File: config.mk
export PLATFORM = sky130hd
export DESIGN_NAME = vec_irq_arbiter
export DESIGN_NICKNAME = d
export VERILOG_FILES = /design/src/rtl/vec_irq_arbiter.sv
export SDC_FILE = /design/constraint.sdc
export NUM_CORES = 1
export LEC_CHECK = 0
export BUFFER_PORTS_ARGS = -buffer_cell sky130_fd_sc_hd__buf_2
export CAP_MARGIN = 10
export CORE_AREA = 3 3 40 42
export CTS_BUF_LIST = sky130_fd_sc_hd__clkbuf_8
export CTS_CLUSTER_SIZE = 24
export DETAILED_ROUTE_END_ITERATION = 10
export DIE_AREA = 0 0 43 45
export GPL_TIMING_DRIVEN = 0
export PLACE_DENSITY = 0.75
export SYNTH_ARGS = -nofsm -noshare
export SYNTH_HDL_FRONTEND = slang
export SYNTH_SLANG_ARGS = --single-unit
File: constraint.sdc
create_clock -name clk -period 2.2 [get_ports clk]
set_input_delay 0.44 -clock clk [delete_from_list [all_inputs] [get_ports clk]]
set_output_delay 0.44 -clock clk [all_outputs]
set_load 0.02 [all_outputs]
File: src/rtl/vec_irq_arbiter.sv
module vec_irq_arbiter #(
  parameter int VW = 8,
  parameter logic [VW-1:0] VEC_L0 = VW'(8'o010),
  parameter logic [VW-1:0] VEC_L1 = VW'(8'o012),
  parameter logic [VW-1:0] VEC_L2 = VW'(8'o014),
  parameter logic [VW-1:0] VEC_L3 = VW'(8'o016)
) (
  input  logic          clk,
  input  logic          rst_n,
  input  logic [3:0]    rdy,
  input  logic [2:0]    err,
  input  logic [3:0]    ie,
  input  logic          mask,
  input  logic          ack,
  input  logic          vec_rd,
  input  logic          eos,
  output logic          irq,
  output logic [VW-1:0] vec,
  output logic          vec_oe,
  output logic          chain_busy
);
  logic [3:0] cause, blocked, elig, win, inserv, eos_clr;
  logic [VW-1:0] win_vec, held_vec;
  logic drv, rd_q, take;

  assign cause = ie & (rdy | {1'b0, err});

  for (genvar i = 0; i < 4; i++) begin : g_lock
    assign blocked[i] = |inserv[i:0];
  end

  assign elig    = cause & ~blocked;
  assign win     = elig & (~elig + 4'd1);
  assign eos_clr = inserv & (~inserv + 4'd1);
  assign irq     = ~mask & (|elig) & ~drv;
  assign take    = ack & irq;

  always_comb begin
    unique case (win)
      4'b0001: win_vec = VEC_L0;
      4'b0010: win_vec = VEC_L1;
      4'b0100: win_vec = VEC_L2;
      4'b1000: win_vec = VEC_L3;
      default: win_vec = '0;
    endcase
  end

  always_ff @(posedge clk) begin
    if (!rst_n) begin
      inserv   <= '0;
      drv      <= 1'b0;
      rd_q     <= 1'b0;
      held_vec <= '0;
    end else begin
      rd_q   <= vec_rd;
      inserv <= (inserv & ~(eos ? eos_clr : 4'b0)) | (take ? win : 4'b0);
      if (take) begin
        drv      <= 1'b1;
        held_vec <= win_vec;
      end else if (rd_q && !vec_rd) begin
        drv <= 1'b0;
      end
    end
  end

  assign vec_oe     = drv & vec_rd;
  assign vec        = vec_oe ? held_vec : '0;
  assign chain_busy = |inserv;
endmodule


# == Word-level counts from Yosys, hierarchy flattened ==
# Cells that the tools add are included.
# totals
reg_bits,14
in_bits,17
elab_cells,40
# classes
n_bitwise,17
add_sub_neg,2
mux,6
n_eq_ne,4
reduce_logical,7
# op_table
cell,n
$and A4 B4 Y4,5
$not A4 Y4,4
$pmux W4 S4,1
$add A4 B1 Y4 const B,2
$mux W4,2
$mux W8,1
$reduce_or A4 Y1,2
$and A1 B1 Y1,4
$eq A4 B1 Y1 const B,1
$eq A4 B2 Y1 const B,1
$eq A4 B3 Y1 const B,1
$eq A4 B4 Y1 const B,1
$or A4 B3 Y4,1
$or A4 B4 Y4,1
$reduce_or A3 Y1,1
$mux W1,2
$not A1 Y1,2
$reduce_bool A2 Y1,1
$reduce_or A2 Y1,1
$logic_and A1 B1 Y1,1
$logic_not A1 Y1,1

# == Depth between registers and ports, before layout ==
# depth
ltp_word,9
mapped_depth,5
mapped_depth_nobuf,4

# == Least setup slack after synthesis ==
# OpenSTA, ideal clock, no wires.
# synth_path
kind,reg2out
startpoint,reg inserv[0]
endpoint,out irq
setup_slack_ns,0.295
required_ns,1.760
n_path_buf,1
t_arrival_ns,1.465
stages_incl_launch_ff,5
path_cell_list,dfxtp_1 buf_6 or4_4 o22ai_1 o21a_1
# synth_between
elab_chain_len,6
# synth_rtl
item,line,rtl
start: declaration,22,"logic [3:0] cause, blocked, elig, win, inserv, eos_clr;"
start signal: assignment,56,inserv <= (inserv & ~(eos ? eos_clr : 4'b0)) | (take ? win : 4'b0);
$reduce_or A4 Y1,n/a,
named net chain_busy,20,output logic chain_busy
$not A4 Y4,32,assign elig = cause & ~blocked;
$and A4 B4 Y4,32,
$reduce_or A4 Y1,35,assign irq = ~mask & (|elig) & ~drv;
$and A1 B1 Y1 (2 in a row),35,
end: declaration,17,"output logic irq,"
# The timed path passes the listed nets, and every way through them passes these cells.

# == Worst setup path after layout ==
# layout_path
startpoint,reg inserv[0]
endpoint,out irq
# layout_between
elab_chain_len,6
# layout_rtl
item,line,rtl
$reduce_or A4 Y1 (tied with other cells),29,assign blocked[i] = |inserv[i:0];
$not A4 Y4 (*),32,
$and A4 B4 Y4 (*),32,
$reduce_or A4 Y1 (*),35,
$and A1 B1 Y1 (*) (2 in a row),35,
# Mark *: on every way between the ends. The rest lies on a longest branch, timed or not.

==> flow_results.xml <==
<?xml version="1.0" encoding="UTF-8"?>
<metrics>
  <group name="critical_path">
    <metric name="crit_required" unit="ns">1.76</metric>
    <metric name="cpLargestDelayFamily" unit="">simple AND/OR/NAND/NOR gates</metric>
    <metric name="destination_of_the_critical_timing_path" unit="">irq</metric>
    <metric name="critical_path.endpoint_type" unit="">output port</metric>
    <metric name="crit-reg2reg-launch" unit="">inserv[0]$_SDFF_PN0_</metric>
    <metric name="critical_path.max_fanout" unit="">10</metric>
    <metric name="timing.critical_path.buf_inv" unit="">2</metric>
    <metric name="series_of_cell_instances_along_the_critical_path" unit="">buf_6, or4_4, o22ai_4, o21a_1, buf_2</metric>
    <metric name="start_to_end_type_of_the_worst_setup_path" unit="">flip-flop to output port</metric>
    <metric name="timing.critical_path.slowest_stage_cell" unit="">sky130_fd_sc_hd__or4_4</metric>
    <metric name="critPathArrivalTime" unit="ns">1.71</metric>
    <metric name="path_depth" unit="">5</metric>
    <metric name="ff2ff_path_depth" unit="">5</metric>
    <metric name="worstSetupStartpoint" unit="">inserv[0]$_SDFF_PN0_</metric>
    <metric name="critical_path.reg2reg.endpoint" unit="">inserv[2]$_SDFF_PN0_</metric>
    <metric name="timing.critical_path.from_type" unit="">flip-flop</metric>
    <metric name="rrSetupSlack" unit="ns">0.53</metric>
    <metric name="worst_path_largest_cell_delay" unit="ns">0.55</metric>
  </group>
  <group name="route">
    <metric name="drcViolationCount" unit="">0</metric>
    <metric name="postRouteAntennaNets" unit="">0</metric>
    <metric name="num_vias" unit="">584</metric>
    <metric name="drt-vias-per-instance" unit="">5.034</metric>
    <metric name="drt-wirelength-per-cell" unit="microns">12.09</metric>
    <metric name="detail_route.wirelength" unit="mm">1.403</metric>
    <metric name="drt-pass1-iter-count" unit="">4</metric>
    <metric name="drt_first_iter_violations" unit="">10</metric>
  </group>
  <group name="synthesis">
    <metric name="yosys-top-cells-area" unit="">sky130_fd_sc_hd__dfxtp_1, sky130_fd_sc_hd__buf_4, sky130_fd_sc_hd__nand2_1</metric>
    <metric name="syn_inst" unit="">69</metric>
    <metric name="netlist_area_before_placement" unit="sq um">533.0</metric>
    <metric name="avgSynthCellArea" unit="sq um">7.725</metric>
    <metric name="synth-adder-area-share" unit="%">0</metric>
    <metric name="post_synth_num_cell_types" unit="">30</metric>
    <metric name="synth.ff_latch_count" unit="">9</metric>
    <metric name="synth.area.mux_share" unit="%">0</metric>
    <metric name="share_of_the_synthesized_netlist_area_taken_by_xor_and_xnor_gates" unit="%">0</metric>
    <metric name="synth_sequential_area_ratio" unit="%">33.80</metric>
    <metric name="synth_compound_area_share" unit="%">23.24</metric>
    <metric name="synth_largest_type_area_fraction" unit="%">33.80</metric>
    <metric name="yosys_warnings" unit="">0</metric>
    <metric name="synth_top_family_by_area" unit="">simple AND/OR/NAND/NOR gates</metric>
    <metric name="synth_simple_gate_area_share" unit="%">30.28</metric>
    <metric name="yosys.area.top_type" unit="">sky130_fd_sc_hd__dfxtp_1</metric>
  </group>
  <group name="timing">
    <metric name="post_route_setup_tns" unit="ns">0</metric>
    <metric name="final.period_utilization" unit="%">97.61</metric>
    <metric name="worst_pin_slew" unit="ns">0.5077</metric>
    <metric name="final_report_max_slew_violation_count" unit="">0</metric>
    <metric name="hold_violations" unit="">0</metric>
    <metric name="final_period_minus_worst_setup_slack" unit="ns">2.147</metric>
    <metric name="timing.max_slew.rel_slack" unit="%">65.80</metric>
    <metric name="rsz0062_at_grt" unit="">false</metric>
    <metric name="timing.clock.skew" unit="ns">0.002505</metric>
    <metric name="maxClockFrequency" unit="MHz">465.7</metric>
    <metric name="final-setup-viol-count" unit="">0</metric>
  </group>
  <group name="cts">
    <metric name="insertion_delay" unit="ns">0.24</metric>
    <metric name="clk_transition_reported_paths" unit="ns">0.05</metric>
    <metric name="cts_num_sinks" unit="">9</metric>
    <metric name="cts_htree_levels" unit="">1</metric>
    <metric name="root_buffer" unit="">sky130_fd_sc_hd__clkbuf_8</metric>
    <metric name="cts_made_buffers" unit="">3</metric>
    <metric name="cts_tree" unit="">yes</metric>
    <metric name="cts_buffer_depth" unit="">2</metric>
  </group>
  <group name="global_route">
    <metric name="grt_util_met3" unit="%">5.578</metric>
    <metric name="grt_pass1_wl" unit="mm">2.277</metric>
    <metric name="grt_most_used_layer" unit="">met2</metric>
    <metric name="globalRoute.totalOverflow" unit="">0</metric>
    <metric name="grt.met1_usage" unit="%">18.64</metric>
    <metric name="number_of_global_route_vias_before_repair" unit="">534</metric>
    <metric name="grt_use_met2" unit="%">25.15</metric>
    <metric name="grt_usage" unit="%">16.10</metric>
    <metric name="antenna_found_initial" unit="">0</metric>
    <metric name="grt_max_degree" unit="">11</metric>
  </group>
  <group name="final_layout">
    <metric name="seq_area" unit="sq um">180.2</metric>
    <metric name="drive_gt1_share" unit="%">39.60</metric>
    <metric name="design.final.nets" unit="">119</metric>
    <metric name="antenna-diode-count" unit="">0</metric>
    <metric name="layout.filler_cells" unit="">117</metric>
    <metric name="multi_input_comb_area" unit="sq um">334.1</metric>
    <metric name="final_cell_count_no_fill" unit="">116</metric>
    <metric name="area_grow_syn2layout" unit="%">43.90</metric>
  </group>
  <group name="power">
    <metric name="pwr-share-clk" unit="%">39.7</metric>
    <metric name="power.static_leakage" unit="nW">0.3809</metric>
    <metric name="power-per-cell-area" unit="nW/um^2">628.0</metric>
    <metric name="p_sw" unit="mW">0.1344</metric>
    <metric name="power_switching_share" unit="%">27.90</metric>
    <metric name="design_power_total" unit="mW">0.4816</metric>
    <metric name="share_comb_of_total_power" unit="%">23.3</metric>
    <metric name="maximum_vdd_drop" unit="mV">0.4810</metric>
    <metric name="share_seq_of_total_power" unit="%">37.0</metric>
    <metric name="power_report.internal_total" unit="mW">0.3473</metric>
  </group>
  <group name="floorplan">
    <metric name="area_of_the_die" unit="sq um">1935</metric>
    <metric name="core.rowCount" unit="">13</metric>
    <metric name="core_region_area" unit="sq um">1285</metric>
    <metric name="num_io_pins" unit="">28</metric>
    <metric name="floorplan.initialDensity" unit="%">41.48</metric>
    <metric name="dieHeight" unit="microns">45</metric>
    <metric name="die_w" unit="microns">43</metric>
  </group>
  <group name="placement">
    <metric name="routabilityCongestion" unit="">0.8375</metric>
    <metric name="dp_hpwl" unit="microns">958.4</metric>
    <metric name="place_inst" unit="">110</metric>
    <metric name="place.port_buffers" unit="">22</metric>
  </group>
  <group name="flow_run">
    <metric name="maxCapViolCount" unit="">0</metric>
  </group>
  <group name="min_path">
    <metric name="min_path_cells" unit="">2</metric>
    <metric name="worstHoldPathType" unit="">flip-flop to flip-flop</metric>
  </group>
  <group name="run_status">
    <metric name="outcome" unit="">completed</metric>
  </group>
</metrics>
[layer usage]
| layer | up-vias | wire, microns |
|---|---|---|
| met5 | - | 0 |
| met4 | 0 | 49 |
| met3 | 6 | 102 |
| met2 | 22 | 702 |
| met1 | 259 | 549 |
| li1 | 297 | - |
[how the worst min path moves through the flow]
stage / startpoint / endpoint / slack [ns]
finish: held_vec[3]$_SDFFE_PN0P_ / held_vec[3]$_SDFFE_PN0P_ / 0.44
CTS: held_vec[3]$_SDFFE_PN0P_ / held_vec[3]$_SDFFE_PN0P_ / 0.44
global placement: held_vec[3]$_SDFFE_PN0P_ / held_vec[3]$_SDFFE_PN0P_ / 0.43
global route: held_vec[3]$_SDFFE_PN0P_ / held_vec[3]$_SDFFE_PN0P_ / 0.46
floorplan: held_vec[3]$_SDFFE_PN0P_ / held_vec[3]$_SDFFE_PN0P_ / 0.41
detailed placement: held_vec[3]$_SDFFE_PN0P_ / held_vec[3]$_SDFFE_PN0P_ / 0.44
[registers in the layout, summed over array words and instances (netlist names)]
register / flops
drv: 1
inserv: 4
held_vec: 3
rd_q: 1
[worst min-delay path: stages, from the launching register on]
cell,delay [ns]
sky130_fd_sc_hd__dfxtp_1,0.30
sky130_fd_sc_hd__nand2_1,0.05
sky130_fd_sc_hd__nand2_1,0.04
[cell type report]
cell class	instances	share of cell area (%)
well taps	15	2.447
clock buffers	3	5.383
inverters	3	1.468
repair buffers	24	16.31
multi-input cells	54	43.56
clock inverters	1	0.4894
flip-flops and latches	9	23.49
plain buffers	7	6.852
[repair_timing]
action	CTS	global route
pin swaps	0	2
setup buffers	0	2
resized for setup	2	4
hold buffers	0	0
setup endpoints to repair	1	1
[cell usage in the layout (no fill, tap or decap), types with 2 or more instances in the layout]
cell / synthesis / layout
sky130_fd_sc_hd__o211ai_1: 2 / 2
sky130_fd_sc_hd__buf_4: 5 / 7
sky130_fd_sc_hd__and3_1: 3 / 3
sky130_fd_sc_hd__nor2_1: 5 / 5
sky130_fd_sc_hd__clkbuf_8: 0 / 3
sky130_fd_sc_hd__a21oi_1: 5 / 5
sky130_fd_sc_hd__buf_2: 0 / 22
sky130_fd_sc_hd__o21ai_1: 1 / 2
sky130_fd_sc_hd__o22ai_4: 0 / 2
sky130_fd_sc_hd__inv_1: 3 / 4
sky130_fd_sc_hd__conb_1: 1 / 5
sky130_fd_sc_hd__nand2_1: 9 / 9
sky130_fd_sc_hd__dfxtp_1: 9 / 9
sky130_fd_sc_hd__o21ai_0: 4 / 3
sky130_fd_sc_hd__and2_1: 2 / 2
[synthesized netlist by cell type, drive strengths merged]
master  instances
and2            3
nor2            5
dfxtp           9
nand2           9
a211oi          1
nand3           1
o211ai          2
clkbuf          1
o22a            1
o21ai           5
and3            3
conb            1
or2             2
o22ai           3
inv             3
nand4b          1
or4             1
or3             3
buf             6
o21a            1
a311oi          1
or3b            1
o21bai          1
a21oi           5
[kinds of logic after synthesis]
kind of cell	count (synthesis)
flip-flops	9
AO/OA/AOI/OAI	20
other	1
AND/OR/NAND/NOR	29
buffers and inverters	10
[power groups by stage]
| stage | Clock (mW) | Sequential, mW | Combinational (mW) |
|---|---|---|---|
| final | 0.191 | 0.178 | 0.112 |
| after global routing | 0.200 | 0.179 | 0.123 |
| after CTS | 0.187 | 0.178 | 0.0970 |
| after detailed placement | 0 | 0.181 | 0.0930 |
| after global placement | 0 | 0.181 | 0.0916 |
| after floorplan | 0 | 0.179 | 0.0648 |
[through the flow]
step | worst slack [ns] | hold WS (ns) | cell area (sq um) | utilization, %
2_1_floorplan | 0.2950 | 0.4146 | 548.0 | -
3_3_place_gp | 0.1199 | 0.4293 | 676.9 | 52.68
3_5_place_dp | 0.1097 | 0.4374 | 676.9 | 52.68
4_1_cts | 0.04462 | 0.4450 | 734.5 | 57.16
5_1_grt | 0.01002 | 0.4637 | 767.0 | 59.69
6_report | 0.05262 | 0.4415 | 767.0 | 59.69
No activity file was read; power rests on OpenSTA's default activity.
